$ cat config.mk
export PLATFORM = sky130hd
export DESIGN_NAME = mpu_access_eval
export DESIGN_NICKNAME = d
export VERILOG_FILES = /design/src/rtl/mpu_eval_pkg.sv /design/src/rtl/mpu_pid_compare.sv /design/src/rtl/mpu_perm_lookup.sv /design/src/rtl/mpu_hit_resolve.sv /design/src/rtl/mpu_access_eval.sv
export SDC_FILE = /design/constraint.sdc
export NUM_CORES = 1
export LEC_CHECK = 0
export CORE_AREA = 8 8 45 47
export DETAILED_ROUTE_END_ITERATION = 10
export DIE_AREA = 0 0 53 55
export PLACE_DENSITY = 0.87
export SLEW_MARGIN = 25
export SYNTH_ARGS = -nofsm -noshare
export SYNTH_HDL_FRONTEND = slang
export SYNTH_HIERARCHICAL = 1
export SYNTH_SLANG_ARGS = --single-unit
$ cat constraint.sdc
create_clock -name vclk -period 5.1
set_input_delay 1.53 -clock vclk [all_inputs]
set_output_delay 1.53 -clock vclk [all_outputs]
set_load 0.01 [all_outputs]
$ cat src/rtl/mpu_eval_pkg.sv
package mpu_eval_pkg;

    localparam int NUM_MASTERS         = 8;
    localparam int PID_W               = 8;
    localparam int FULL_ACCESS_MASTERS = 4;
    localparam int MASTER_W            = $clog2(NUM_MASTERS);

    typedef enum logic {
        ACC_READ  = 1'b0,
        ACC_WRITE = 1'b1
    } acc_kind_e;

    // Identifier-related part of a region entry
    typedef struct packed {
        logic             valid;
        logic [PID_W-1:0] pid;
        logic [PID_W-1:0] pid_mask;
    } desc_id_t;

    // Outcome of one evaluation
    typedef struct packed {
        logic hit;
        logic err;
    } verdict_t;

    // Equality restricted to the bits the mask leaves open
    function automatic logic pid_equal_masked(
        input logic [PID_W-1:0] running,
        input logic [PID_W-1:0] stored,
        input logic [PID_W-1:0] ignore
    );
        return ~|((running ^ stored) & ~ignore);
    endfunction

endpackage

$ cat src/rtl/mpu_pid_compare.sv
module mpu_pid_compare
    import mpu_eval_pkg::*;
#(
    parameter int W = PID_W
) (
    input  logic [W-1:0] running_pid,
    input  logic [W-1:0] stored_pid,
    input  logic [W-1:0] ignore_mask,
    output logic         pid_match
);

    logic [W-1:0] bit_ok;

    generate
        for (genvar b = 0; b < W; b++) begin : g_bit
            assign bit_ok[b] = ignore_mask[b] | ~(running_pid[b] ^ stored_pid[b]);
        end
    endgenerate

    assign pid_match = &bit_ok;

endmodule

$ cat src/rtl/mpu_perm_lookup.sv
module mpu_perm_lookup
    import mpu_eval_pkg::*;
#(
    parameter int N_MST    = NUM_MASTERS,
    parameter int N_FULL   = FULL_ACCESS_MASTERS,
    parameter int MST_W    = MASTER_W
) (
    input  logic [MST_W-1:0] master,
    input  acc_kind_e        kind,
    input  logic [N_MST-1:0] proc_en,
    input  logic [N_MST-1:0] rd_en,
    input  logic [N_MST-1:0] wr_en,
    output logic             allowed,
    output logic             pid_required
);

    logic [N_MST-1:0] allow_vec;

    generate
        for (genvar m = 0; m < N_MST; m++) begin : g_mst
            if (m < N_FULL) begin : g_full
                assign allow_vec[m] = 1'b1;
            end else begin : g_ctl
                assign allow_vec[m] = (kind == ACC_WRITE) ? wr_en[m] : rd_en[m];
            end
        end
    endgenerate

    always_comb begin
        allowed      = 1'b0;
        pid_required = 1'b0;
        if (int'(master) < N_MST) begin
            allowed      = allow_vec[master];
            pid_required = proc_en[master];
        end
    end

endmodule

$ cat src/rtl/mpu_hit_resolve.sv
module mpu_hit_resolve
    import mpu_eval_pkg::*;
(
    input  logic     entry_valid,
    input  logic     addr_in_range,
    input  logic     pid_match,
    input  logic     pid_required,
    input  logic     allowed,
    output verdict_t verdict
);

    always_comb begin
        verdict.hit = entry_valid & addr_in_range & (pid_match | ~pid_required);
        verdict.err = verdict.hit & ~allowed;
    end

endmodule

$ cat src/rtl/mpu_access_eval.sv
module mpu_access_eval
    import mpu_eval_pkg::*;
#(
    parameter int N_MST  = NUM_MASTERS,
    parameter int N_FULL = FULL_ACCESS_MASTERS,
    parameter int PW     = PID_W,
    localparam int MST_W = $clog2(N_MST)
) (
    input  logic [MST_W-1:0] acc_master,
    input  logic             acc_write,
    input  logic [PW-1:0]    acc_pid,
    input  logic             in_range,
    input  logic             desc_valid,
    input  logic [PW-1:0]    desc_pid,
    input  logic [PW-1:0]    desc_pid_mask,
    input  logic [N_MST-1:0] proc_en,
    input  logic [N_MST-1:0] rd_en,
    input  logic [N_MST-1:0] wr_en,
    output logic             region_hit,
    output logic             access_err
);

    acc_kind_e kind;
    logic      pid_match;
    logic      allowed;
    logic      pid_required;
    verdict_t  verdict;

    assign kind = acc_write ? ACC_WRITE : ACC_READ;

    mpu_pid_compare #(.W(PW)) i_pid (
        .running_pid (acc_pid),
        .stored_pid  (desc_pid),
        .ignore_mask (desc_pid_mask),
        .pid_match   (pid_match)
    );

    mpu_perm_lookup #(.N_MST(N_MST), .N_FULL(N_FULL), .MST_W(MST_W)) i_perm (
        .master       (acc_master),
        .kind         (kind),
        .proc_en      (proc_en),
        .rd_en        (rd_en),
        .wr_en        (wr_en),
        .allowed      (allowed),
        .pid_required (pid_required)
    );

    mpu_hit_resolve i_resolve (
        .entry_valid   (desc_valid),
        .addr_in_range (in_range),
        .pid_match     (pid_match),
        .pid_required  (pid_required),
        .allowed       (allowed),
        .verdict       (verdict)
    );

    assign region_hit = verdict.hit;
    assign access_err = verdict.err;

endmodule

==> results <==
[per-layer routing]
layer,track usage [%],vias up,wire length (um)
met2,17.0,26,698
met3,2.67,0,138
li1,-,205,-
met1,8.19,191,406
met5,0,-,0
met4,0,0,0
[area by class of cell]
cell class	count	area [um2]	share of cell area, %
well taps	16	20.0	2.61
repair buffers	49	485	63.2
inverters	1	3.75	0.489
multi-input cells	25	259	33.7
[cells in the final DEF (no fill, tap or decap), drive strengths merged]
cell / count
clkdlybuf4s50: 46
xnor2: 8
mux2i: 4
o22ai: 4
mux4: 3
nand2: 2
dlygate4sd2: 2
mux2: 1
buf: 1
nor4: 1
inv: 1
a21oi: 1
a211oi: 1
[worst min-delay path, stage by stage]
cell and delay [ns]:
clkdlybuf4s50_1 0.39, nand2_1 0.09, a211oi_2 0.05, dlygate4sd2_1 0.27
[report_power, final]
part | total (uW) | leakage [uW] | switching [uW] | internal (uW)
logic | 59.1 | 0.000286 | 14.3 | 44.7
registers | 0 | 0 | 0 | 0
clock network | 0 | 0 | 0 | 0
[path summary, 6_finish.rpt]
check	start	endpoint	slack [ns]	cells past startpoint
worst max-delay path	acc_master[0]	access_err	0.19	5
worst min-delay path	in_range	access_err	3.87	4
[through the flow]
step / TNS (ns) / util (%)
finish: 0 / 55.5
global placement: -0.0841 / 55.7
detailed placement: -0.149 / 55.7
CTS: 0 / 55.5
global route: 0 / 55.5
floorplan: 0 / -
[kinds of logic after synthesis]
group | Yosys count
simple gates | 3
xor+xnor | 8
buf+inv | 2
mux | 8
compound gates | 6
==> qor.yml <==
synth:
  netlist_top_cells_count: "xnor2_1, mux2i_1, o22ai_1, mux4_1, nand2_1"
  synth_adder_area_share_pct: 0
  synth_area_um2: 268
  ys_warn_count: 6
  yosys.area.top_type_share_pct: 26.2
  synth_mux_area_share_pct: 47.2
  syn_nets: 81
  synth_top_family_by_area: "multiplexers"
  synth_cell_types: 12
  yosys.area.top_type: "xnor2_1"
  synthTopCellsByArea: "xnor2_1, mux4_1, mux2i_1"
  synthCells: 27
  yosysSeqAreaShare_pct: 0
  yosys.area_share.simple_pct: 7.48
  synth_area_per_cell_um2: 9.92
  synth_xor_area_share_pct: 26.2
  synth.most_common_cell: "xnor2_1"
  synth-compound-area-share_pct: 15.9
place:
  io_buffer_count: 48
  dp_hpwl_um: 1230
  gp_congestion: 0.678
  place_area_um2: 771
  placedCellCount: 91
  dpl_worst_slack_ns: -0.101
setup_path:
  critPathArrivalTime_ns: 3.38
  max_stage_delay_ns: 0.57
  critPathBufInv: 2
  crit_path_cell_trace: "clkdlybuf4s50_1 -> mux4_1 -> mux2_2 -> a211oi_2 -> dlygate4sd2_1"
  path_max_fanout: 3
  worst_ep_required_time_ns: 3.57
  path_delay_family: "multiplexers"
  critPathLaunchType: "input port"
  crit_path_end_kind: "primary output"
  crit_path_top_delay_cell: "mux4_1"
  path_class: "in2out"
sta:
  slew_viol_final: 0
  rsz0062_at_grt: "false"
  fmax_mhz: 204
  finalCriticalPeriod_ns: 4.91
  hold-worst-slack_ns: 3.87
  setup_viol: 0
  hold_viol: 0
  setup_ws_ns: 0.193
  final.period_utilization_pct: 96.2
  max_slew_margin_pct: 84.8
  worstMarginPinSlew_ns: 0.227
pwr:
  power_uw: 59.1
  p_per_area_nw_per_um2: 76.9
  ir_drop_uv: 31.9
  leakage_uw: 0.000286
floorplanning:
  die-area_um2: 2920
  die_x_um: 53
  dieHeight_um: 55
  initial_core_util_pct: 19.3
  placementRows: 14
  io_pins: 56
  core_region_area_um2: 1380
cts:
  ctsResizeCount: 2
  hold_buffers: 0
  cts_setup_buffers: 0
layout:
  nFillCells: 130
  stdcell_area_um2: 768
  seqCellArea_um2: 0
  diodes: 0
  clkbuf_count: 0
  nets: 131
  n_sequential_cell: 0
  drive_gt1_share_pct: 6.67
  area_delta_synth_final_pct: 187
  finalNonFillerCells: 91
grt:
  gr-total-overflow: 0
  grtUsageTotal_pct: 8.25
  grt_pass1_vias: 473
  grt_max_degree: 5
  grt_pass1_wl_um: 1970
  antenna_found_initial: 0
detailed_routing:
  ant_nets: 0
  route.detailed.wl_per_inst_um: 13.6
  vias: 422
  wl_um: 1240
  drc: 0
  drt_iter0_markers: 1
  via_per_inst: 4.64
  dr.pass1.iters: 3
run:
  drv_cap: 0
run_status:
  outcome: "finished clean"
min_path:
  hp-class: "in2out"
No activity file was read; power rests on OpenSTA's default activity.
